<file path="src/rtl/rxto_pkg.sv">
// Shared types and constants for the receiver idle timeout counter.
// Assumes commands are decoded on the upper nibble of the command byte.
package rxto_pkg;
    localparam logic [3:0] NIB_ENABLE  = 4'hA;
    localparam logic [3:0] NIB_DISABLE = 4'hC;

    typedef enum logic [1:0] {
        PH_PARK = 2'd0,   // stopped, waiting for a character
        PH_HALT = 2'd1,   // character seen, next tick reloads
        PH_LOAD = 2'd2,   // preset loaded, next tick resumes
        PH_RUN  = 2'd3    // counting down on each tick
    } phase_t;
endpackage

</file>
<file path="src/rtl/rxto_cmd_dec.sv">
// Command decoder: turns a command byte write into single-cycle enable
// and disable pulses. Assumes cmd_wr is a one-cycle strobe.
module rxto_cmd_dec
    import rxto_pkg::*;
#(
    parameter int CMD_W = 8
) (
    input  logic             cmd_wr,
    input  logic [CMD_W-1:0] cmd_byte,
    output logic             en_cmd,
    output logic             dis_cmd
);
    localparam int NIB_LSB = CMD_W - 4;

    // Match the upper nibble against the two mode commands.
    always_comb begin
        en_cmd  = cmd_wr && (cmd_byte[CMD_W-1:NIB_LSB] == NIB_ENABLE);
        dis_cmd = cmd_wr && (cmd_byte[CMD_W-1:NIB_LSB] == NIB_DISABLE);
    end
endmodule

</file>
<file path="src/rtl/rxto_count.sv">
// Down-counter datapath: loads the preset (zero meaning the full range)
// and decrements on request. Assumes load and dec are never both high.
module rxto_count #(
    parameter int BYTE_W = 8
) (
    input  logic              clk,
    input  logic              rst_n,
    input  logic [BYTE_W-1:0] preset_hi,
    input  logic [BYTE_W-1:0] preset_lo,
    input  logic              load,
    input  logic              dec,
    output logic              at_one
);
    localparam int PRE_W = 2 * BYTE_W;
    localparam int CNT_W = PRE_W + 1;

    logic [PRE_W-1:0] preset;
    logic [CNT_W-1:0] reload_val;
    logic [CNT_W-1:0] count_q;

    // Extend the preset; an all-zero preset selects the full range.
    always_comb begin
        preset     = {preset_hi, preset_lo};
        reload_val = (preset == '0) ? {1'b1, {PRE_W{1'b0}}} : {1'b0, preset};
    end

    // Hold, load or decrement the count.
    always_ff @(posedge clk) begin
        if (!rst_n) begin
            count_q <= '0;
        end else if (load) begin
            count_q <= reload_val;
        end else if (dec) begin
            count_q <= count_q - 1'b1;
        end
    end

    // Flag the final count so the sequencer can raise ready on this tick.
    always_comb begin
        at_one = (count_q == {{(CNT_W-1){1'b0}}, 1'b1});
    end

    p_load_nonzero_r8: assert property (@(posedge clk) disable iff (!rst_n)
        load |=> (count_q != '0));
    p_dec_live_r2: assert property (@(posedge clk) disable iff (!rst_n)
        dec |-> (count_q != '0));
endmodule

</file>
<file path="src/rtl/rxto_seq.sv">
// Phase sequencer: owns the mode bit, the halt/load/resume phases and the
// ready flag. Assumes a priority of enable, disable, character, tick.
module rxto_seq
    import rxto_pkg::*;
(
    input  logic clk,
    input  logic rst_n,
    input  logic tick,
    input  logic char_xfer,
    input  logic en_cmd,
    input  logic dis_cmd,
    input  logic at_one,
    output logic load,
    output logic dec,
    output logic rdy
);
    logic   mode_q;
    phase_t phase_q;
    logic   ready_q;
    logic   retrig;
    logic   tick_ok;

    // Work out which event owns this cycle.
    always_comb begin
        retrig  = char_xfer && mode_q && !en_cmd && !dis_cmd;
        tick_ok = tick && !en_cmd && !dis_cmd && !retrig;
        load    = tick_ok && (phase_q == PH_HALT);
        dec     = tick_ok && (phase_q == PH_RUN);
    end

    // Advance the mode, the phase and the ready flag.
    always_ff @(posedge clk) begin
        if (!rst_n) begin
            mode_q  <= 1'b0;
            phase_q <= PH_PARK;
            ready_q <= 1'b0;
        end else if (en_cmd) begin
            mode_q  <= 1'b1;
            phase_q <= PH_PARK;
            ready_q <= 1'b0;
        end else if (dis_cmd) begin
            mode_q  <= 1'b0;
            phase_q <= PH_PARK;
        end else if (retrig) begin
            phase_q <= PH_HALT;
            ready_q <= 1'b0;
        end else if (tick_ok) begin
            case (phase_q)
                PH_HALT: phase_q <= PH_LOAD;
                PH_LOAD: phase_q <= PH_RUN;
                PH_RUN: begin
                    if (at_one) begin
                        phase_q <= PH_PARK;
                        ready_q <= 1'b1;
                    end
                end
                default: phase_q <= PH_PARK;
            endcase
        end
    end

    assign rdy = ready_q;

    p_rise_on_tick_r2: assert property (@(posedge clk) disable iff (!rst_n)
        $rose(ready_q) |-> $past(tick));
    p_fall_cause_r3: assert property (@(posedge clk) disable iff (!rst_n)
        $fell(ready_q) |-> ($past(en_cmd) || $past(char_xfer)));
    p_enable_clears_r4: assert property (@(posedge clk) disable iff (!rst_n)
        en_cmd |=> (!ready_q && phase_q == PH_PARK));
    p_off_parked_r6: assert property (@(posedge clk) disable iff (!rst_n)
        !mode_q |-> (phase_q == PH_PARK));
    p_disable_keeps_r5: assert property (@(posedge clk) disable iff (!rst_n)
        (dis_cmd && !en_cmd) |=> $stable(ready_q));
endmodule

</file>
<file path="src/rtl/rxto_timer.sv">
// Top of the receiver idle timeout counter: decodes commands, sequences
// the reload on each character and gates the ready flag into an interrupt.
// Assumes all inputs are synchronous to clk.
module rxto_timer #(
    parameter int BYTE_W = 8,
    parameter int CMD_W  = 8
) (
    input  logic              clk,
    input  logic              rst_n,
    input  logic              tick,
    input  logic              char_xfer,
    input  logic              cmd_wr,
    input  logic [CMD_W-1:0]  cmd_byte,
    input  logic [BYTE_W-1:0] preset_hi,
    input  logic [BYTE_W-1:0] preset_lo,
    input  logic              irq_mask,
    output logic              rdy,
    output logic              irq
);
    logic en_cmd;
    logic dis_cmd;
    logic load;
    logic dec;
    logic at_one;

    rxto_cmd_dec #(.CMD_W(CMD_W)) u_dec (
        .cmd_wr   (cmd_wr),
        .cmd_byte (cmd_byte),
        .en_cmd   (en_cmd),
        .dis_cmd  (dis_cmd)
    );

    rxto_seq u_seq (
        .clk       (clk),
        .rst_n     (rst_n),
        .tick      (tick),
        .char_xfer (char_xfer),
        .en_cmd    (en_cmd),
        .dis_cmd   (dis_cmd),
        .at_one    (at_one),
        .load      (load),
        .dec       (dec),
        .rdy       (rdy)
    );

    rxto_count #(.BYTE_W(BYTE_W)) u_cnt (
        .clk       (clk),
        .rst_n     (rst_n),
        .preset_hi (preset_hi),
        .preset_lo (preset_lo),
        .load      (load),
        .dec       (dec),
        .at_one    (at_one)
    );

    // Gate the ready flag with the mask to form the interrupt.
    always_comb begin
        irq = rdy && irq_mask;
    end

    p_irq_masked_r7: assert property (@(posedge clk) disable iff (!rst_n)
        !irq_mask |-> !irq);
    p_no_load_dec_r10: assert property (@(posedge clk) disable iff (!rst_n)
        !(load && dec));
endmodule

</file>
<file path="config.mk">
export PLATFORM = sky130hd
export DESIGN_NAME = rxto_timer
export DESIGN_NICKNAME = d
export VERILOG_FILES = /design/src/rtl/rxto_pkg.sv /design/src/rtl/rxto_cmd_dec.sv /design/src/rtl/rxto_count.sv /design/src/rtl/rxto_seq.sv /design/src/rtl/rxto_timer.sv
export SDC_FILE = /design/constraint.sdc
export NUM_CORES = 1
export LEC_CHECK = 0
export BUFFER_PORTS_ARGS = -buffer_cell sky130_fd_sc_hd__clkbuf_2
export CAP_MARGIN = 15
export CORE_ASPECT_RATIO = 0.5
export CORE_UTILIZATION = 40
export CTS_CLUSTER_SIZE = 25
export DETAILED_ROUTE_END_ITERATION = 7
export GPL_ROUTABILITY_DRIVEN = 0
export PLACE_DENSITY = 0.65
export SLEW_MARGIN = 30
export SYNTH_ARGS = -nofsm -noshare
export SYNTH_HDL_FRONTEND = slang
export SYNTH_HIERARCHICAL = 1
export SYNTH_SLANG_ARGS = --single-unit
</file>
<file path="constraint.sdc">
create_clock -name clk -period 2.55 [get_ports clk]
set_clock_uncertainty 0.15 [all_clocks]
set_input_delay 0.1275 -clock clk [delete_from_list [all_inputs] [get_ports clk]]
set_output_delay 0.1275 -clock clk [all_outputs]
set_load 0.1 [all_outputs]
</file>
==> results of run 1 <==
cell families after synthesis:
group	share of synthesized area, %
flip-flops	32.0
AO/OA/AOI/OAI	19.4
XOR/XNOR	7.33
buffers and inverters	3.24
adder cells (fa/ha/maj)	4.76
AND/OR/NAND/NOR	33.2
worst min-delay path, stage by stage:
cell and delay [ps]:
clkbuf_2 80, o21ai_0 80, a21oi_1 100
routing by layer:
| layer | track usage, % | vias up |
|---|---|---|
| met3 | 4.72 | 0 |
| met2 | 30.8 | 32 |
| met5 | 0 | - |
| li1 | - | 634 |
| met1 | 24.1 | 576 |
| met4 | 4.14 | 0 |
state kept, by name, summed over array words and instances, names as in the netlist:
signal         flops
u_seq/phase_q      2
u_seq/mode_q       1
u_seq/rdy          1
u_cnt/count_q     17
power breakdown:
group	internal [mW]	switching [mW]	leakage, nW	total, mW
Clock	0.109	0.117	0.0255	0.226
Sequential	0.338	0.0112	0.170	0.349
Combinational	0.0566	0.0550	0.500	0.112
Total	0.504	0.183	0.695	0.687
layout make-up:
| class | instances | area share [%] |
|---|---|---|
| multi-input cells | 115 | 51.8 |
| flip-flops and latches | 21 | 25.6 |
| well taps | 40 | 3.04 |
| inverters | 6 | 1.37 |
| repair buffers | 40 | 15.4 |
| clock buffers | 3 | 2.51 |
| clock inverters | 1 | 0.304 |
final timing paths:
kind,startpoint,end,cells past startpoint
setup / recovery,char_xfer,u_cnt/count_q[16]$_SDFFE_PN0P_,8
hold / removal,preset_hi[4],u_cnt/count_q[12]$_SDFFE_PN0P_,3
setup reg to reg,u_seq/mode_q$_SDFFE_PN0P_,u_cnt/count_q[16]$_SDFFE_PN0P_,6
hold reg to reg,u_seq/mode_q$_SDFFE_PN0P_,u_seq/rdy$_SDFFE_PP0P_,1
repair_timing:
item,4_1_cts,5_1_grt
setup buffers,0,0
resized for setup,0,1
hold buffers,8,0
setup endpoints to repair,0,2
hold endpoints to repair,8,0
through the flow:
step | total power [mW] | TNS, ps | hold slack [ps] | utilization [%]
finish | 0.687 | 0 | 8.98 | 53.6
global route | 0.730 | -0.592 | 20.6 | 53.6
CTS | 0.701 | 0 | 2.20 | 53.6
detailed placement | 0.458 | 0 | 234 | 49.5
global placement | 0.455 | 0 | 227 | 49.5
floorplan | 0.414 | 0 | 94.0 | -
cells in the final DEF, fill, tap and decap left out, types with 2 or more instances in the layout:
master	netlist	final
nand4_1	3	3
nand3b_1	2	2
nand2b_1	3	3
nand3_1	3	3
nor4_1	5	5
a21oi_1	11	11
xor2_1	8	8
clkbuf_8	0	3
and4_1	2	2
o21ai_0	7	7
o311a_1	2	2
ha_1	5	5
clkbuf_2	0	27
and4bb_2	2	2
dlygate4sd3_1	0	8
o211a_1	3	3
o31a_1	2	2
nand2_1	7	7
inv_1	6	6
nor2_1	12	12
nor3_1	3	3
and3_2	2	3
buf_4	0	5
nor4b_1	2	2
a211oi_1	6	6
nor2b_1	2	2
dfxtp_1	21	21
nor3b_2	2	2
xnor2_1	3	3
and2_1	2	2
==> metrics.csv, run 1 <==
metric,value,unit
"worst slack, placed",245,ps
initial core utilization,42.9,%
Root Buffer Master,clkbuf_8,
H-tree levels,1,
Post-DRT Antenna Nets,0,
Mean Syn Cell Area,8.94,um^2
Seq cells post-synth,21,
Synth Cell Area,1310,um^2
Max Fclk,0.408,GHz
pin count of the biggest net entering global routing,21,
post-synthesis cell type count,44,
Final Non-Filler Cells,226,
"EDFF count, synth",0,
Worst EP arrival,2450,ps
Core Rows,14,
critical path peak fanout,6,
clock insertion delay at the later pin of the skew report,270,ps
CP Capture Type,flop,
antenna violations before repair,0,
Inst Count DP,214,
CORE AREA,3070,um^2
CP max stage delay,530,ps
Fillers,280,
routed wl met2,1360,um
reg2reg setup slack,310,ps
min Tclk post-route,2450,ps
first-pass GRT wire length,5130,um
top cell type's share of synthesized area,32.0,%
crit path launch type,input pin,
WL/cell,13.3,um
CP Cell Sequence,dlygate4sd3_1 > clkbuf_2 > a211oi_1 > and3_2 > and4bb_2 > and4b_2 > a21oi_1 > a211o_1,
register area,420,um^2
layout cells sized above 1,26.3,%
diode count,0,
Power Density,418,nW/um^2
wire length on met3,120,um
drt first pass iters,4,
io pins,32,
main area contributors after synthesis,"dfxtp_1, xor2_1, ha_1",
initial DRC count,89,
worst hold path type,in -> reg,
Clock Sinks,21,
"Async S/R FF share, synth",0,%
routed via count,1242,
relative slew slack,63.9,%
Fin. Hold Viols,0,
area taken by multi-input logic gates,852,um^2
DIE WIDTH,83.1,um
die area,3530,um^2
Slew @ Worst Pin,541,ps
DRC viols,0,
top routing layer in use,met3,
# port buffers,27,
max-slew violation count,0,
WL final,3000,um
GRT Total Usage,18.4,%
nets,222,
CTS tree,done,
Placed Area,1520,um^2
synth warn,6,
"Net Count, Synth",182,
die height,42.5,um
WP data required,2550,ps
hpwl dp,2200,um
fin crit share,96.2,%
synth cell count leaders,"dfxtp_1, nor2_1, a21oi_1",
"CP delay by family, top",simple AND/OR/NAND/NOR gates,
Clock Path Buffers,2,
Routed met1 length,1520,um
Syn Inst Count,147,
Clock transition at path regs,90,ps
# setup viols final,0,
post-route setup slack,97.6,ps
Leakage,0.695,nW
post-route cell area,1640,um^2
status,"finished, final reports clean",
critical path class,in -> reg,
post-DR vias/cell,5.50,
"Slowest-stage cell, CP",dlygate4sd3_1,
area grow syn2layout,25.1,%
CTS Buf Count,3,
sequential-to-total area share from yosys stat,32.0,%
Congestion Overflow GR,0,
number of buffers and inverters on the critical path,2,
worst vdd ir,200,uV
Main synth FF type,dfxtp_1,
number of global-route vias before repair,1171,
top-count cell post-synth,dfxtp_1,
max cap viols,0,
leading area contributor after synthesis,dfxtp_1,
(Power assumes the default switching activity.)
==> run 2: changes to the inputs <==
PLACE_DENSITY = 0.67   (was 0.65)
SETUP_SLACK_MARGIN = 0.3   (was not set)
==> run 2 against run 1 <==
Net effect:
- critical path depth is 2 lower
- routed wire length is 6.4% higher
- flip-flop and latch count stayed put
- hold slack better by 5.5 ps
- maximum frequency is 14% higher
- register-to-register slack better by 90 ps
- critical path type is now reg -> reg
==> metrics.csv, run 2 (synthesis results as in run 1) <==
metric,value,unit,change
status,"finished, final reports clean",,unchanged
Clock Sinks,21,,unchanged
met1 Resource Use GR,23.2,%,was 24.1%
critical path peak fanout,6,,unchanged
GRT Total Usage,18.5,%,was 18.4%
Largest Register,u_cnt/count_q,,unchanged
Clock transition at path regs,90,ps,about the same
CORE AREA,3070,um^2,unchanged
relative slew slack,64.1,%,was 63.9%
Max Fclk,0.465,GHz,was 0.408 GHz
fin crit share,84.4,%,was 96.2%
WL final,3190,um,was 3000 um
Post-DRT Antenna Nets,0,,unchanged
Congestion Overflow GR,0,,unchanged
die area,3530,um^2,unchanged
WP data required,2550,ps,about the same
nets,222,,unchanged
drt first pass iters,4,,unchanged
min Tclk post-route,2150,ps,was 2450 ps
max reg flops,17,,unchanged
crit path launch type,flop,,was input pin
max-slew violation count,0,,unchanged
initial DRC count,60,,was 89
Core Rows,14,,unchanged
DIE WIDTH,83.1,um,unchanged
hpwl dp,2200,um,about the same
CP max stage delay,350,ps,was 530 ps
DRC viols,0,,unchanged
Slew @ Worst Pin,541,ps,about the same
initial core utilization,42.9,%,unchanged
GRT busiest layer,met2,,unchanged
diode count,0,,unchanged
Root Buffer Master,clkbuf_8,,unchanged
Total Power,689,uW,was 687 uW
CTS tree,done,,unchanged
CP Cell Sequence,a211oi_2 > and3_4 > and4bb_4 > and4b_2 > a21oi_1 > a211o_1,,was dlygate4sd3_1 > clkbuf_2 > a211oi_1 > and3_2 > and4bb_2 > and4b_2 > a21oi_1 > a211o_1
"commonest non-fill, non-tap cell in the layout",clkbuf_2,,unchanged
Worst EP arrival,2160,ps,was 2450 ps
die height,42.5,um,unchanged
routed via count,1274,,"was 1,242"
first-pass GRT wire length,5180,um,was 5130 um
io pins,32,,unchanged
number of global-route vias before repair,1149,,"was 1,171"
met3 GRT Util,4.72,%,unchanged
antenna violations before repair,0,,unchanged
Final Non-Filler Cells,226,,unchanged
Finished Core Util,54.4,%,was 53.6%
post-DR vias/cell,5.64,,was 5.50
Fin. Hold Viols,0,,unchanged
pin count of the biggest net entering global routing,21,,unchanged
H-tree levels,1,,unchanged
Top Registers,"u_cnt/count_q: 17 flops, u_seq/phase_q: 2 flops",,unchanged
GR Layer Usage met2,32.5,%,was 30.8%
WL/cell,14.1,um,was 13.3 um
worst vdd ir,204,uV,was 200 uV
Leakage,0.697,nW,was 0.695 nW
Clock Path Buffers,2,,unchanged
max cap viols,0,,unchanged
Power Density,413,nW/um^2,was 418 nW/um^2
area grow syn2layout,27.0,%,was 25.1%
"Slowest-stage cell, CP",dfxtp_1,,was dlygate4sd3_1
worst hold path type,in -> reg,,unchanged
TNS Setup,0,ps,unchanged
Inst Count DP,213,,was 214
WHS,14.5,ps,was 8.98 ps
clock insertion delay at the later pin of the skew report,270,ps,about the same
# port buffers,27,,unchanged
CP Capture Type,flop,,unchanged
most frequent cells in the layout,"clkbuf_2, dfxtp_1, nor2_1",,unchanged
number of buffers and inverters on the critical path,0,,was 2
unrepaired setup endpoints after global routing,true,,
# setup viols final,0,,unchanged
layout cells sized above 1,28.5,%,was 26.3%
critical path class,reg -> reg,,was in -> reg
CTS Buf Count,3,,unchanged
"CP delay by family, top",simple AND/OR/NAND/NOR gates,,unchanged
run 2: cell count changes in the layout (fill, tap and decap cells not counted), sizes merged:
cell / before / now
buf: 5 / 6
dlygate4sd3: 8 / 7
run 2: repair_timing:
action,4_1_cts,5_1_grt
hold buffers,7,0
endpoints found under the setup margin,1,6
gates resized for setup,1,5
pin swaps,0,2
hold endpoints to repair,7,0
buffers inserted,0,2
run 2: cell type report:
class                      instances  area (um^2)
clock inverter                     1         5.00
tap                               40         50.0
sequential                        21          420
inverter                           6         22.5
multi-input combinational        115          880
clock buffer                       3         41.3
timing repair buffer              40          250
fill                             289         1400
run 2: layer usage:
layer,up-vias,wire [um],part of all wire (%)
met1,612,1550,49
met3,2,123,3.9
met4,0,18,0.56
met2,30,1500,47
met5,-,0,0
li1,630,-,-
run 2: power by group:
part	leakage [nW]	internal, mW	switching (mW)
clock	0.0255	0.109	0.117
sequential	0.170	0.338	0.0118
combinational	0.502	0.0567	0.0567
run 2: path summary, 6_finish.rpt:
check	cells past startpoint	end	slack, ps	startpoint
min reg2reg	1	u_seq/rdy$_SDFFE_PP0P_	390	u_seq/mode_q$_SDFFE_PN0P_
max reg2reg	6	u_cnt/count_q[16]$_SDFFE_PN0P_	400	u_seq/mode_q$_SDFFE_PN0P_
max	6	u_cnt/count_q[16]$_SDFFE_PN0P_	400	u_seq/mode_q$_SDFFE_PN0P_
min	3	u_cnt/count_q[10]$_SDFFE_PN0P_	10	preset_hi[2]
run 2: per-stage QoR:
step	cell area, um^2	worst slack [ps]
2_1_floorplan	1310	416
3_3_place_gp	1510	231
3_5_place_dp	1510	219
4_1_cts	1630	338
5_1_grt	1670	276
6_report	1670	397
run 2: worst reg2reg max path, delay by kind of cell (launching register included):
kind	cells	cell delay (ps)
simple gates	3	900
flops	1	350
compound gates	3	650
